### src/rtl/fbrg_pkg.sv
package fbrg_pkg;
  localparam int unsigned BYTE_W  = 8;
  localparam int unsigned SEL_W   = 2;

  typedef enum logic [SEL_W-1:0] {
    SRC_EXT      = 2'd0,
    SRC_AUX      = 2'd1,
    SRC_MAIN     = 2'd2,
    SRC_MAIN_ALT = 2'd3
  } src_sel_e;
endpackage

### src/rtl/fbrg_src_mux.sv
module fbrg_src_mux
  import fbrg_pkg::*;
(
  input  logic [SEL_W-1:0] sel,
  input  logic             ext_en,
  input  logic             aux_en,
  input  logic             main_en,
  output logic             src_en
);
  src_sel_e sel_e;

  always_comb begin
    sel_e = src_sel_e'(sel);
    unique case (sel_e)
      SRC_EXT:      src_en = ext_en;
      SRC_AUX:      src_en = aux_en;
      SRC_MAIN,
      SRC_MAIN_ALT: src_en = main_en;
      default:      src_en = 1'b0;
    endcase
  end
endmodule

### src/rtl/fbrg_period_sel.sv
module fbrg_period_sel #(
  parameter int unsigned DIV_W   = 16,
  parameter int unsigned MOD_W   = 8,
  parameter int unsigned MIN_DIV = 3,
  localparam int unsigned IDX_W  = $clog2(MOD_W),
  localparam int unsigned CNT_W  = DIV_W + 1
) (
  input  logic             clk,
  input  logic             rst_n,
  input  logic [DIV_W-1:0] div,
  input  logic [MOD_W-1:0] mod_pat,
  input  logic             restart,
  input  logic             advance,
  output logic [CNT_W-1:0] period,
  output logic [CNT_W-1:0] half,
  output logic             div_ok
);
  localparam logic [IDX_W-1:0] IDX_LAST = IDX_W'(MOD_W - 1);

  logic [IDX_W-1:0] idx_q, idx_d;

  always_comb begin
    idx_d = idx_q;
    if (restart) begin
      idx_d = '0;
    end else if (advance) begin
      idx_d = (idx_q == IDX_LAST) ? '0 : idx_q + 1'b1;
    end
  end

  always_ff @(posedge clk or negedge rst_n) begin
    if (!rst_n) begin
      idx_q <= '0;
    end else if (restart || advance) begin
      idx_q <= idx_d;
    end
  end

  always_comb begin
    div_ok = ({1'b0, div} >= CNT_W'(MIN_DIV));
    period = {1'b0, div} + CNT_W'(mod_pat[idx_q]);
    half   = period >> 1;
  end

  // pattern index steps by one and wraps after the last bit
  a_r3_index_step: assert property (@(posedge clk) disable iff (!rst_n)
    ($past(advance) && !$past(restart)) |->
      (idx_q == (($past(idx_q) == IDX_LAST) ? '0 : $past(idx_q) + 1'b1)));

  // a frame start always returns to pattern bit 0
  a_r8_restart_index: assert property (@(posedge clk) disable iff (!rst_n)
    $past(restart) |-> (idx_q == '0));
endmodule

### src/rtl/fbrg_bit_timer.sv
module fbrg_bit_timer #(
  parameter int unsigned CNT_W = 17
) (
  input  logic             clk,
  input  logic             rst_n,
  input  logic             src_en,
  input  logic             start,
  input  logic             keep_going,
  input  logic             div_ok,
  input  logic [CNT_W-1:0] period,
  input  logic [CNT_W-1:0] half,
  output logic             advance,
  output logic             bit_clk,
  output logic             mid_tick,
  output logic             end_tick
);
  logic [CNT_W-1:0] cnt_q, cnt_d, cnt_inc;
  logic             act_q, act_d;
  logic             bclk_q, bclk_d;
  logic             mid_q, mid_d;
  logic             end_q, end_d;
  logic             hit_end;
  logic             step;

  always_comb begin
    cnt_inc = cnt_q + 1'b1;
    step    = act_q && src_en;
    cnt_d   = cnt_q;
    act_d   = act_q;
    bclk_d  = bclk_q;
    mid_d   = 1'b0;
    end_d   = 1'b0;
    hit_end = 1'b0;
    if (start) begin
      cnt_d  = '0;
      act_d  = div_ok;
      bclk_d = 1'b0;
    end else if (!div_ok) begin
      cnt_d  = '0;
      act_d  = 1'b0;
      bclk_d = 1'b0;
    end else if (step) begin
      if (cnt_inc == half) begin
        mid_d  = 1'b1;
        bclk_d = 1'b1;
      end
      if (cnt_inc == period) begin
        end_d   = 1'b1;
        bclk_d  = 1'b0;
        cnt_d   = '0;
        hit_end = 1'b1;
        act_d   = keep_going;
      end else begin
        cnt_d = cnt_inc;
      end
    end
  end

  assign advance = hit_end && keep_going;

  always_ff @(posedge clk or negedge rst_n) begin
    if (!rst_n) begin
      cnt_q  <= '0;
      act_q  <= 1'b0;
      bclk_q <= 1'b0;
      mid_q  <= 1'b0;
      end_q  <= 1'b0;
    end else begin
      cnt_q  <= cnt_d;
      act_q  <= act_d;
      bclk_q <= bclk_d;
      mid_q  <= mid_d;
      end_q  <= end_d;
    end
  end

  assign bit_clk  = bclk_q;
  assign mid_tick = mid_q;
  assign end_tick = end_q;

  // the two ticks never coincide
  a_r4_ticks_exclusive: assert property (@(posedge clk) disable iff (!rst_n)
    !(mid_q && end_q));

  // the running count stays below the bit period
  a_r2_count_bound: assert property (@(posedge clk) disable iff (!rst_n)
    act_q |-> (cnt_q < period));

  // an idle timer emits no tick in the following cycle
  a_r7_idle_quiet: assert property (@(posedge clk) disable iff (!rst_n)
    !$past(act_q) |-> (!mid_q && !end_q));

  // bit clock is high at the mid tick and low at the end tick
  a_r4_mid_high: assert property (@(posedge clk) disable iff (!rst_n)
    mid_q |-> bclk_q);
  a_r4_end_low: assert property (@(posedge clk) disable iff (!rst_n)
    end_q |-> !bclk_q);
endmodule

### src/rtl/frac_baud_gen.sv
module frac_baud_gen
  import fbrg_pkg::*;
#(
  parameter int unsigned MOD_W   = 8,
  parameter int unsigned MIN_DIV = 3,
  localparam int unsigned DIV_W  = 2 * BYTE_W,
  localparam int unsigned CNT_W  = DIV_W + 1
) (
  input  logic              clk,
  input  logic              rst_n,
  input  logic [SEL_W-1:0]  src_sel,
  input  logic              ext_en,
  input  logic              aux_en,
  input  logic              main_en,
  input  logic [BYTE_W-1:0] div_hi,
  input  logic [BYTE_W-1:0] div_lo,
  input  logic [MOD_W-1:0]  mod_pat,
  input  logic              frame_start,
  input  logic              bit_adv,
  output logic              bit_clk,
  output logic              mid_tick,
  output logic              end_tick
);
  logic [DIV_W-1:0] div_word;
  logic             src_en;
  logic [CNT_W-1:0] period;
  logic [CNT_W-1:0] half;
  logic             div_ok;
  logic             advance;

  assign div_word = {div_hi, div_lo};

  fbrg_src_mux u_mux (
    .sel     (src_sel),
    .ext_en  (ext_en),
    .aux_en  (aux_en),
    .main_en (main_en),
    .src_en  (src_en)
  );

  fbrg_period_sel #(
    .DIV_W   (DIV_W),
    .MOD_W   (MOD_W),
    .MIN_DIV (MIN_DIV)
  ) u_period (
    .clk     (clk),
    .rst_n   (rst_n),
    .div     (div_word),
    .mod_pat (mod_pat),
    .restart (frame_start),
    .advance (advance),
    .period  (period),
    .half    (half),
    .div_ok  (div_ok)
  );

  fbrg_bit_timer #(
    .CNT_W (CNT_W)
  ) u_timer (
    .clk        (clk),
    .rst_n      (rst_n),
    .src_en     (src_en),
    .start      (frame_start),
    .keep_going (bit_adv),
    .div_ok     (div_ok),
    .period     (period),
    .half       (half),
    .advance    (advance),
    .bit_clk    (bit_clk),
    .mid_tick   (mid_tick),
    .end_tick   (end_tick)
  );

  // a divisor under the minimum seen at an edge yields no tick after it
  a_r6_small_div_silent: assert property (@(posedge clk) disable iff (!rst_n)
    ($past(div_word) < DIV_W'(MIN_DIV)) |-> (!mid_tick && !end_tick));
endmodule

### config.mk
export PLATFORM = sky130hd
export DESIGN_NAME = frac_baud_gen
export DESIGN_NICKNAME = d
export VERILOG_FILES = /design/src/rtl/fbrg_pkg.sv /design/src/rtl/fbrg_src_mux.sv /design/src/rtl/fbrg_period_sel.sv /design/src/rtl/fbrg_bit_timer.sv /design/src/rtl/frac_baud_gen.sv
export SDC_FILE = /design/constraint.sdc
export NUM_CORES = 1
export LEC_CHECK = 0
export BUFFER_PORTS_ARGS = -buffer_cell sky130_fd_sc_hd__clkbuf_2
export CORE_AREA = 2 2 105 107
export DETAILED_ROUTE_END_ITERATION = 8
export DIE_AREA = 0 0 107 109
export GPL_TIMING_DRIVEN = 0
export HOLD_SLACK_MARGIN = 0.06
export MAX_ROUTING_LAYER = met4
export PLACE_DENSITY_LB_ADDON = 0.12
export SLEW_MARGIN = 15
export SYNTH_ARGS = -nofsm -noshare
export SYNTH_HDL_FRONTEND = slang
export SYNTH_SLANG_ARGS = --single-unit
export TNS_END_PERCENT = 10
### constraint.sdc
create_clock -name clk -period 3.3 [get_ports clk]
set_input_delay 0.495 -clock clk [delete_from_list [all_inputs] [get_ports clk]]
set_output_delay 0.495 -clock clk [all_outputs]
set_load 0.05 [all_outputs]
# Word-level counts from Yosys, hierarchy flattened
# Index checks and enable logic that the tools add are counted.
# op_classes
n_addsub	3
n_lt_le_gt_ge	2
n_mux	27
reduce_logical	9
n_eq_ne	9
# ops
op	n
two-way mux 17 bit	4
two-way mux 1 bit	18
adder 16 x 1 -> 17 bit	1
adder 17 x 1 -> 17 bit, second input constant	1
== test 17 x 16 -> 1 bit	1
== test 17 bit	1
greater-or-equal comparator 16 x 2 -> 1 bit, second input constant	1
two-way mux 3 bit	3
!= test 3 bit, second input constant	2
AND reduction 2 bit	3
== test 2 bit, second input constant	2
< comparator 3 x 4 -> 1 bit, second input constant	1
!= test 4 bit, second input constant	1
adder 3 x 1 -> 3 bit, second input constant	1
binary-select mux 1 bit (select 3 bit)	1
== test 3 bit, second input constant	1
one-hot mux 1 bit (3 select lines)	1
== test 2 x 1 -> 1 bit, second input constant	1
logical AND 1 bit	2
zero test 2 bit	1
nonzero test 2 bit	1
OR reduction 2 bit	1
logical OR 1 bit	1
# totals
word_cells	56
output_inout_bits	3
input_bits	33
register_bits	24

# Logic depth before layout (Yosys ltp)
# Gate-level depths: netlist of the first run.
# depth
ltp_word	11
mapped_depth	14
ltp_nobuf	12

# By module
# Synthesis of the first run repeated with hierarchy kept, for this count alone.
# unflattened
cells_unflattened	358
area_unflattened_um2	2986.6
# modules_own_cells
mod	n_inst	area_each_um2	seq_area_each_um2	cells_per_inst
fbrg_bit_timer	1	2301.0	525.5	274
fbrg_period_sel	1	666.9	75.1	81
fbrg_src_mux	1	18.8	0.0	3

# Worst setup path after synthesis of the first run
# OpenSTA, ideal clock, no wires.
# synth_path
path_type	input to register
startpoint	input port mod_pat[7]
endpoint	register u_period.idx_q[0]
slack_ns	-0.260
path_buffers	1
cell_stages	13
setup_time_ns	0.127
required_ns	3.173
arrival_time_ns	3.433
path_cell_list	mux4_2 -> mux2_2 -> ha_1 -> ha_1 -> nand2_1 -> buf_2 -> o21a_1 -> o22ai_1 -> a221oi_2 -> nand4_1 -> nor4_2 -> and3_4 -> mux2_1
# synth_via
elab_chain_len	11
elab_cells_between_ends	12
classes_between	add/sub: 1; eq/ne: 1; mux: 6; reduce/logical: 4
# synth_rtl
element	line_no	rtl
start, declared	frac_baud_gen.sv:17	input logic [MOD_W-1:0] mod_pat,
binary-select mux 1 bit (select 3 bit) (*)	fbrg_period_sel.sv:41	period = {1'b0, div} + CNT_W'(mod_pat[idx_q]);
two-way mux 1 bit (implied by the code) (*)	fbrg_period_sel.sv:41	
adder 16 x 1 -> 17 bit (*)	fbrg_period_sel.sv:41	
== test 17 bit (*)	fbrg_bit_timer.sv:47	if (cnt_inc == period) begin
two-way mux 1 bit (*)	fbrg_bit_timer.sv:47	
two-way mux 1 bit (*)	fbrg_bit_timer.sv:42	end else if (step) begin
two-way mux 1 bit (*)	fbrg_bit_timer.sv:38	end else if (!div_ok) begin
two-way mux 1 bit (*)	fbrg_bit_timer.sv:34	if (start) begin
logical AND 1 bit (*)	fbrg_bit_timer.sv:59	assign advance = hit_end && keep_going;
nonzero test 2 bit (no source line) / logical OR 1 bit (equally long branches)	--	
AND reduction 2 bit (no source line) (*)	--	
end signal, assigned	fbrg_period_sel.sv:35	idx_q <= idx_d;
end, declared	fbrg_period_sel.sv:20	logic [IDX_W-1:0] idx_q, idx_d;
# Mark *: on every way between the ends. The rest lies on a longest branch, timed or not. The select of a mux whose other input is x is not followed.
# A chain may end at the register's enable or synchronous reset.

# Worst setup path in the final report of the first run
# layout_path
startpoint	register u_period.idx_q[0]
endpoint	register u_period.idx_q[0]
# layout_via
elab_chain_len	11
elab_cells_between_ends	17
classes_between	add/sub: 2; eq/ne: 2; mux: 9; reduce/logical: 4
# layout_rtl
element	line_no
binary-select mux 1 bit (select 3 bit)	fbrg_period_sel.sv:41
two-way mux 1 bit (implied by the code)	fbrg_period_sel.sv:41
adder 16 x 1 -> 17 bit	fbrg_period_sel.sv:41
== test 17 bit	fbrg_bit_timer.sv:47
two-way mux 1 bit	fbrg_bit_timer.sv:47
two-way mux 1 bit	fbrg_bit_timer.sv:42
two-way mux 1 bit	fbrg_bit_timer.sv:38
two-way mux 1 bit	fbrg_bit_timer.sv:34
logical AND 1 bit	fbrg_bit_timer.sv:59
nonzero test 2 bit (no source line) / logical OR 1 bit (equally long branches)	--
AND reduction 2 bit (no source line)	--
# Parallel ways exist; a longest one is shown, timed or not. The select of a mux whose other input is x is not followed.

==> results of run 1 <==
==> what timing repair did <==
action | in CTS | in global routing
pin swaps | 16 | 6
buffers inserted | 7 | 0
setup endpoints to repair | 24 | 24
cloned | 1 | 0
resized for setup | 21 | 3
endpoints found under the hold margin | 0 | 0
==> placed cells by master (no fill, tap or decap), types with 3 or more instances in the layout <==
cell / n
a31oi_1: 3
and2_1: 3
buf_2: 6
buf_4: 8
clkbuf_1: 4
clkbuf_2: 33
clkbuf_8: 4
dfrtp_1: 23
ha_1: 4
inv_1: 7
mux2i_1: 4
nand2_1: 25
nand2b_1: 8
nand3_1: 15
nand4_1: 13
nand4_2: 4
nor2_1: 16
nor3_1: 11
nor3_2: 3
nor4_1: 9
nor4_2: 3
nor4_4: 3
o21ai_0: 12
or3_1: 3
xnor2_1: 36
xnor2_2: 4
xnor3_1: 4
xor2_1: 12
==> state kept, by name, summed over array words and instances (netlist names) <==
name	cells
u_period.idx_q	3
u_timer.act_q	1
u_timer.bit_clk	1
u_timer.cnt_q	17
u_timer.end_tick	1
u_timer.mid_tick	1
==> worst register-to-register path: stages (launching register included) <==
cell      delay, ns
dfrtp_2        0.41
mux4_2         0.50
mux2_4         0.32
ha_4           0.18
ha_4           0.19
nand2_4        0.07
buf_6          0.12
o21a_1         0.16
o22ai_2        0.08
a221oi_2       0.28
nand4_1        0.16
buf_4          0.17
nor4_4         0.21
and3_4         0.25
mux2_4         0.29
==> worst max path at each step <==
stage,start,end
after global placement,mod_pat[3],u_period.idx_q[0]
final,u_period.idx_q[0],u_period.idx_q[0]
after CTS,u_period.idx_q[0],u_period.idx_q[0]
after floorplan,mod_pat[3],u_period.idx_q[0]
after detailed placement,mod_pat[3],u_period.idx_q[0]
after global routing,u_period.idx_q[0],u_period.idx_q[2]
==> per-layer routing <==
| layer | global-route usage | vias to the layer above | share of wire |
|---|---|---|---|
| li1 | - | 1163 | - |
| met1 | 0.201 | 1093 | 0.51 |
| met2 | 0.225 | 34 | 0.45 |
| met3 | 0.00837 | 10 | 0.022 |
| met4 | 0.0408 | 0 | 0.018 |
| met5 | - | - | 0 |
==> power by group through the flow <==
| stage | sequential [mW] | combinational (mW) | clock (mW) |
|---|---|---|---|
| 4_1_cts | 0.298 | 0.185 | 0.216 |
| 3_5_place_dp | 0.304 | 0.170 | 0 |
| 3_3_place_gp | 0.304 | 0.168 | 0 |
| 6_report | 0.298 | 0.185 | 0.207 |
| 5_1_grt | 0.299 | 0.206 | 0.231 |
| 2_1_floorplan | 0.304 | 0.108 | 0 |
==> cells by family after synthesis <==
family | after synthesis | share of synthesized area
mux | 10 | 0.0498
fa+ha+maj | 6 | 0.0290
xor+xnor | 60 | 0.224
simple gates | 135 | 0.320
flops | 24 | 0.232
buf+inv | 21 | 0.0387
compound gates | 39 | 0.105
==> through the flow <==
step	setup TNS (ns)	cells	area, um^2
2_1_floorplan	-0.405	295	2650
3_3_place_gp	-10.55	467	2990
3_5_place_dp	-10.28	467	2990
4_1_cts	-3.06	478	3220
5_1_grt	-6.21	478	3240
6_report	-2.72	478	3240
==> area by class of cell <==
| cell class | instances | share of cell area |
|---|---|---|
| inverters | 7 | 0.00811 |
| clock buffers | 4 | 0.0170 |
| repair buffers | 40 | 0.0672 |
| well taps | 140 | 0.0541 |
| plain buffers | 13 | 0.0232 |
| multi-input cells | 250 | 0.645 |
| flip-flops and latches | 24 | 0.186 |
==> synth_stat cells, drive strengths merged, types with 2 or more instances <==
library cell / number
and4: 2
a21o: 2
or3: 3
a211oi: 3
a31oi: 3
or4: 2
nor3: 15
nand2b: 8
inv: 7
nand4: 18
clkbuf: 5
mux2i: 5
nand3: 18
mux2: 3
and3: 2
ha: 6
nor2b: 2
dfrtp: 24
mux4: 2
o21ai: 15
xor2: 14
nor4: 15
nor2: 17
xnor2: 42
xnor3: 4
and2: 4
buf: 9
o22ai: 2
a21oi: 2
nand2: 28
o21a: 2
==> reports/results.ini, run 1 <==
[pwr]
power-per-cell-area_nw_per_um2 = 213
sw_frac_of_total = 0.303
netSwitchingPower_mw = 0.209
p_int_mw = 0.481
leakage_nw = 1.24
clock_power_share = 0.300
totalPowerFinal_mw = 0.690
power_frac_seq = 0.432
vdd_ir_drop_max_uv = 129
power_frac_comb = 0.268

[place]
dp_hpwl_um = 5960
io_buffer_count = 32
pre_cts_ws_ns = -0.703
placer_congestion = 0.834

[sta]
grt_setup_unrepaired = true
final_max_slew_viol_count = 0
max_slew.worst_pin.slew_ns = 0.645
post_route_clock_period_utilization = 1.06
timing.fmax_ghz = 0.287
hold_violations = 0
hold_ws_ns = 0.230
setup-violations-final = 21
final.setup.worst_slack_ns = -0.184
post-route-min-period_ns = 3.48
finalClockSkew_ns = 0.00158
slew-limit-headroom = 0.570

[drt]
finalWirelength_um = 7520
route.antenna.remaining_nets = 0
detail_route.first_pass.iterations = 4
vias_per_cell = 4.81
number_of_remaining_drc_errors = 0
wire_per_inst_um = 15.7
number_of_vias_after_detailed_routing = 2300
dr.first_iter.drc_count = 123

[synth]
synthFlopType = dfrtp_1
synth-edff-count = 0
synthCells = 295
synthTopCellsByArea = dfrtp_1, xnor2_1, xor2_1, nand2_1, xnor3_1
synthDominantCellAreaShare = 0.232
post_synth_num_cell_types = 59
syn_nets = 334
synth-warning-count = 0
yosysSeqAreaShare = 0.232
synthArstFlopShare = 1.00
syn-mean-instance-area_um2 = 8.77
yosys_register_bits = 24
most_area_hungry_cell_type_in_the_yosys_netlist = dfrtp_1
netlist_area_um2 = 2590

[worst_setup_path]
rr_worst_depth = 14
worst_ep_required_time_ns = 3.46
critical_path.top_delay_family = multiplexers
r2r_end = u_period.idx_q[0]
cp_num_buf_inv = 2
worstSetupStartpointType = flop
worst-setup-path-type = reg -> reg
data_arrival_critical_path_ns = 3.65
cp_slowest_stage_delay_ns = 0.50
worstPathCellList = mux4_2 > mux2_4 > ha_4 > ha_4 > nand2_4 > buf_6 > o21a_1 > o22ai_2 > a221oi_2 > nand4_1 > buf_4 > nor4_4 > and3_4 > mux2_4
worstReg2RegStart = u_period.idx_q[0]
worst-r2r-setup-slack_ns = -0.18
path_depth = 14
timing.critical_path.to_type = flop
critPathMaxFanout = 5
cp_slowest_cell = mux4_2

[global_route]
grt.overflow.total = 0
largest_net_degree_at_the_start_of_global_routing = 25
gr-usage-all-layers = 0.143
antenna_found_initial = 0
vias_in_the_first_global_route = 2285
grt_pass1_wl_um = 12500

[floorplan]
dieArea_um2 = 11700
floorplan.die.width_um = 107
core_region_area_um2 = 10600
die_h_um = 109
ios = 36
fp-row-count = 38
initial_utilization = 0.244

[cts]
cts.sinks = 24
cts_tree = built
post_cts_hold_buffer_count = 0
clkLatencyLatePin_ns = 0.27
cts.path.max_buffers = 2
cts_inserted_buffers = 3
root_buffer = clkbuf_8
cts.clk_slew.worst_paths_ns = 0.09
cts_max_level = 1

[layout]
area_delta_synth_final_pct = 25.3
filler_cell_count = 1126
final_core_utilization = 0.306
sequential_cell_area_um2 = 602
multi_input_area_um2 = 2090
drive_gt1_frac = 0.293
final_nets = 378
n_antenna_cell = 0

[flow_run]
timing.max_cap.violations = 0

[outcome]
status = finished, violations left
violations_in_the_final_reports = setup timing

[hold_path]
min_path_type = in -> async

Power figures use the tool's default switching activity.
==> run 2, diff against run 1 <==
GPL_TIMING_DRIVEN = not set   (was 0)
==> reports/results.ini, run 2 (synthesis gave the netlist of run 1 again) <==
[outcome]
status = finished, violations left
violations_in_the_final_reports = setup timing

[sta]
finalClockSkew_ns = 0.0110  ; +0.00941 ns
hold_violations = 0  ; unchanged
slew-limit-headroom = 0.561  ; -0.00887
final_max_slew_viol_count = 0  ; unchanged
setup-violations-final = 18  ; -14%
post_route_clock_period_utilization = 1.06  ; about the same
post-route-min-period_ns = 3.48  ; +0.000198 ns
setup_tns_ns = -2.32  ; +0.403 ns
final.setup.worst_slack_ns = -0.184  ; -0.000198 ns
max_slew.worst_pin.slew_ns = 0.658  ; +0.0133 ns
timing.fmax_ghz = 0.287  ; about the same
grt_setup_unrepaired = true

[drt]
route.antenna.remaining_nets = 0  ; unchanged
number_of_remaining_drc_errors = 0  ; unchanged
number_of_vias_after_detailed_routing = 2479  ; +7.8%
finalWirelength_um = 8260  ; +9.8%
wire_per_inst_um = 15.7  ; -0.20%
dr.first_iter.drc_count = 190  ; +54%
vias_per_cell = 4.71  ; -2.1%
detail_route.first_pass.iterations = 4  ; unchanged

[layout]
drive_gt1_frac = 0.389  ; +0.0957
final_nets = 426  ; +13%
n_antenna_cell = 0  ; unchanged
biggestRegsByFlops = u_timer.cnt_q (17), u_period.idx_q (3)
filler_cell_count = 1124  ; -0.18%
final_core_utilization = 0.340  ; +0.0346
final_cell_area_um2 = 3610  ; +11%
final_cell_mix = buf_4, xnor2_1, clkbuf_2
largest-register = u_timer.cnt_q
area_delta_synth_final_pct = 39.4
largest_register_ff_count = 17  ; unchanged
final_common_cell = buf_4

[global_route]
vias_in_the_first_global_route = 2552  ; +12%
gr-usage-all-layers = 0.153  ; +0.00928
antenna_found_initial = 0  ; unchanged
grt_pass1_wl_um = 13500  ; +7.5%
largest_net_degree_at_the_start_of_global_routing = 25  ; unchanged
grt.overflow.total = 0  ; unchanged

[place]
pre_cts_ws_ns = -0.510  ; +0.193 ns
dp_hpwl_um = 6750  ; +13%
io_buffer_count = 35  ; +9.4%
placement.cell_area_um2 = 3360  ; +12%
placer_congestion = 0.882  ; +5.8%

[cts]
root_buffer = clkbuf_8
clkLatencyLatePin_ns = 0.27  ; about the same
post_cts_hold_buffer_count = 0  ; unchanged
cts.clk_slew.worst_paths_ns = 0.10  ; about the same
cts.path.max_buffers = 2  ; unchanged
cts_max_level = 1  ; unchanged
cts_tree = built
cts_inserted_buffers = 3  ; unchanged
cts.sinks = 24  ; unchanged

[worst_setup_path]
worst_ep_required_time_ns = 3.45  ; about the same
data_arrival_critical_path_ns = 3.64  ; about the same
crit_end = u_timer.cnt_q[1]
worst_setup_path_startpoint = u_period.idx_q[0]
rr_worst_depth = 11  ; -3
r2r_end = u_timer.cnt_q[1]
critPathMaxFanout = 6  ; +1
timing.critical_path.to_type = flop
worst-r2r-setup-slack_ns = -0.18  ; about the same
worst-setup-path-type = reg -> reg
worstSetupStartpointType = flop
worstReg2RegStart = u_period.idx_q[0]

[floorplan]
initial_utilization = 0.244  ; unchanged
die_h_um = 109  ; unchanged
core_region_area_um2 = 10600  ; unchanged
ios = 36  ; unchanged
fp-row-count = 38  ; unchanged
dieArea_um2 = 11700  ; unchanged
floorplan.die.width_um = 107  ; unchanged

[pwr]
p_int_mw = 0.506  ; +5.0%
totalPowerFinal_mw = 0.721  ; +4.4%
sw_frac_of_total = 0.299  ; -0.00391
power_frac_seq = 0.417  ; -0.015
power-per-cell-area_nw_per_um2 = 200  ; -6.2%
leakage_nw = 1.47  ; +19%
power_frac_comb = 0.296  ; +0.028
netSwitchingPower_mw = 0.215  ; +3.1%
clock_power_share = 0.288  ; -0.012
vdd_ir_drop_max_uv = 113  ; -12%

[hold_path]
min_path_type = in -> async

[flow_run]
timing.max_cap.violations = 0  ; unchanged

run 2: per-layer routing:
layer	track usage	routed length, um
met3	0.00777	298
met5	-	0
met4	0.0315	79
met1	0.210	3990
met2	0.251	3890
run 2: worst max-delay path, stage by stage (launching register included):
cell and delay (ns):
dfrtp_2 0.44, mux4_2 0.33, mux2_4 0.17, ha_2 0.20, nand3_4 0.10, buf_4 0.16
or3_1 0.34, a22o_1 0.25, a221oi_2 0.25, nand4_1 0.17, or4_4 0.65, a32o_2 0.31
run 2: stage by stage:
stage | cells | hold slack [ns]
3_5_place_dp | 515 | 0.488
6_report | 526 | 0.232
2_1_floorplan | 295 | 0.199
4_1_cts | 524 | 0.259
3_3_place_gp | 515 | 0.483
5_1_grt | 526 | 0.284
run 2: final cells by class:
type | count | area (um^2) | share of cell area
multi-input cells | 250 | 2070 | 0.574
clock buffers | 4 | 55.1 | 0.0153
flip-flops and latches | 24 | 602 | 0.167
repair buffers | 101 | 678 | 0.188
inverters | 7 | 26.3 | 0.00729
well taps | 140 | 175 | 0.0486
run 2: worst min-delay path by stage:
stage / start / end / slack (ns) / cells after the start
finish: rst_n / u_timer.mid_tick / 0.23 / 1
global placement: u_timer.cnt_q[16] / u_timer.cnt_q[16] / 0.48 / 1
floorplan: rst_n / u_period.idx_q[0] / 0.20 / 0
global route: rst_n / u_timer.mid_tick / 0.28 / 1
CTS: rst_n / u_timer.mid_tick / 0.26 / 1
detailed placement: u_timer.cnt_q[16] / u_timer.cnt_q[16] / 0.49 / 1
run 2: power by group through the flow:
stage / sequential (mW) / combinational [mW] / clock [mW]
floorplan: 0.304 / 0.108 / 0
global placement: 0.307 / 0.196 / 0
detailed placement: 0.306 / 0.196 / 0
CTS: 0.301 / 0.212 / 0.215
global route: 0.301 / 0.233 / 0.228
finish: 0.301 / 0.213 / 0.207
run 2: timing repair:
action	CTS	global route
pin swaps	20	10
gates resized for setup	24	6
setup endpoints to repair	24	24
setup buffers	5	2
==> run 3, diff against run 2 <==
PLACE_DENSITY_LB_ADDON = not set   (was 0.12)
==> reports/results.ini, run 3 (synthesis gave the netlist of run 1 again) <==
[layout]
finish.cell_count_without_fillers = 510  ; -3.0%
largest_register_ff_count = 17  ; unchanged
drive_gt1_frac = 0.346  ; -0.0427
area_delta_synth_final_pct = 32.8
n_antenna_cell = 0  ; unchanged
final_cell_mix = buf_4, xnor2_1, clkbuf_2
final_core_utilization = 0.324  ; -0.0162
largest-register = u_timer.cnt_q
biggestRegsByFlops = u_timer.cnt_q (17), u_period.idx_q (3)
final_common_cell = buf_4
final_nets = 411  ; -3.5%

[sta]
final.setup.worst_slack_ns = -0.191  ; -0.00635 ns
max_slew.worst_pin.slew_ns = 0.627  ; -0.0313 ns
slew-limit-headroom = 0.582  ; +0.0209
finalClockSkew_ns = 0.00443  ; -0.00656 ns
grt_setup_unrepaired = true
setup_tns_ns = -2.45  ; -0.131 ns
post-route-min-period_ns = 3.49  ; +0.00635 ns
post_route_clock_period_utilization = 1.06  ; +0.00193
timing.fmax_ghz = 0.286  ; -0.18%
setup-violations-final = 19  ; +1
hold_ws_ns = 0.223  ; -0.00956 ns
final_max_slew_viol_count = 0  ; unchanged
hold_violations = 0  ; unchanged

[worst_setup_path]
worst-setup-path-type = reg -> reg
timing.critical_path.to_type = flop
worst_ep_required_time_ns = 3.46  ; about the same
worst_setup_path_startpoint = u_period.idx_q[0]
cp_slowest_cell = or4_4
worstReg2RegStart = u_period.idx_q[0]
critPathMaxFanout = 6  ; unchanged
worstPathCellList = mux4_2 > mux2_4 > ha_4 > ha_4 > nand2_8 > o21a_1 > o22ai_2 > a221oi_2 > nand4_1 > or4_4 > o21ai_4 > nor2_1
worstSetupStartpointType = flop
crit_end = u_timer.cnt_q[5]
data_arrival_critical_path_ns = 3.65  ; about the same
crit_path_frequent_cell = ha_4
rr_worst_depth = 12  ; +1
cp_slowest_stage_delay_ns = 0.62  ; -0.03 ns
r2r_end = u_timer.cnt_q[5]
worst-r2r-setup-slack_ns = -0.19  ; about the same

[outcome]
status = finished, violations left
violations_in_the_final_reports = setup timing

[floorplan]
ios = 36  ; unchanged
floorplan.die.width_um = 107  ; unchanged
die_h_um = 109  ; unchanged
initial_utilization = 0.244  ; unchanged
dieArea_um2 = 11700  ; unchanged
fp-row-count = 38  ; unchanged
core_region_area_um2 = 10600  ; unchanged

[place]
dp_hpwl_um = 6130  ; -9.2%
dpl.cell_count = 501  ; -2.7%
placer_congestion = 0.977  ; +11%
io_buffer_count = 35  ; unchanged
pre_cts_ws_ns = -0.391  ; +0.119 ns

[cts]
cts.clk_slew.worst_paths_ns = 0.09  ; about the same
cts.sinks = 24  ; unchanged
cts_tree = built
post_cts_hold_buffer_count = 0  ; unchanged
cts_inserted_buffers = 3  ; unchanged
cts_max_level = 1  ; unchanged
clkLatencyLatePin_ns = 0.27  ; about the same
cts.path.max_buffers = 2  ; unchanged
root_buffer = clkbuf_8

[global_route]
antenna_found_initial = 0  ; unchanged
grt.overflow.total = 0  ; unchanged
vias_in_the_first_global_route = 2428  ; -4.9%
largest_net_degree_at_the_start_of_global_routing = 25  ; unchanged
gr-usage-all-layers = 0.140  ; -0.0126
grt_pass1_wl_um = 12500  ; -7.5%

[drt]
route.antenna.remaining_nets = 0  ; unchanged
finalWirelength_um = 7590  ; -8.1%
dr.first_iter.drc_count = 108  ; -43%
wire_per_inst_um = 14.9  ; -5.2%
number_of_remaining_drc_errors = 0  ; unchanged
vias_per_cell = 4.83  ; +2.5%
detail_route.first_pass.iterations = 5  ; +1
number_of_vias_after_detailed_routing = 2464  ; -0.61%

[hold_path]
min_path_type = in -> async

[flow_run]
timing.max_cap.violations = 0  ; unchanged

[pwr]
vdd_ir_drop_max_uv = 149  ; +32%
power-per-cell-area_nw_per_um2 = 202  ; +0.80%
leakage_nw = 1.36  ; -7.3%

## run 3: changes by cell type in the layout (fill, tap and decap cells not counted), sizes merged
| cell | change |
|---|---|
| nand2 | +1 |
| buf | -16 |
| clkbuf | -1 |
## run 3: metal layers
| metal | GRT usage | part of all wire | vias up |
|---|---|---|---|
| li1 | - | - | 1223 |
| met1 | 0.186 | 0.47 | 1177 |
| met2 | 0.232 | 0.49 | 58 |
| met3 | 0.0167 | 0.033 | 6 |
| met4 | 0.0269 | 0.0092 | 0 |
| met5 | - | 0 | - |
## run 3: timing repair
action	CTS	global route
pin swaps	8	14
resized for setup	6	11
gates cloned	0	1
setup endpoints to repair	22	24
buffers inserted	3	2
## run 3: final cells by class
type | count | area, um^2
multi-input cells | 251 | 2040
clock buffers | 3 | 41.3
fillers | 1117 | 7170
flip-flops and latches | 24 | 601
inverters | 7 | 26.3
repair buffers | 85 | 554
well taps | 140 | 175
## run 3: critical path: cells and delay by family (launching register included)
family                   cells  cell delay [ns]
multiplexers                 2             0.81
AND/OR/NAND/NOR              4             0.97
flip-flops                   1             0.42
adder cells (fa/ha/maj)      2             0.39
AO/OA/AOI/OAI                4             0.79
## run 3: per-stage QoR
stage	instance area (um^2)	power, mW
global placement	3250	0.498
global route	3430	0.728
detailed placement	3250	0.501
CTS	3340	0.683
floorplan	2650	0.412
finish	3430	0.692
## run 3: worst min-delay path by stage
stage | start | to | slack [ns] | cells after the start
after floorplan | rst_n | u_period.idx_q[0] | 0.20 | 0
after global placement | u_timer.cnt_q[16] | u_timer.cnt_q[16] | 0.49 | 1
after detailed placement | u_timer.cnt_q[16] | u_timer.cnt_q[16] | 0.49 | 1
after CTS | rst_n | u_timer.cnt_q[12] | 0.25 | 1
after global routing | rst_n | u_timer.cnt_q[6] | 0.28 | 1
final | rst_n | u_timer.cnt_q[6] | 0.22 | 1
## run 3: power breakdown
part           internal, mW  switching [mW]  total (mW)  leakage (nW)
sequential            0.296         0.00349       0.300         0.329
combinational         0.101           0.113       0.214          1.01
clock                0.0819          0.0963       0.178        0.0216
total                 0.479           0.213       0.692          1.36
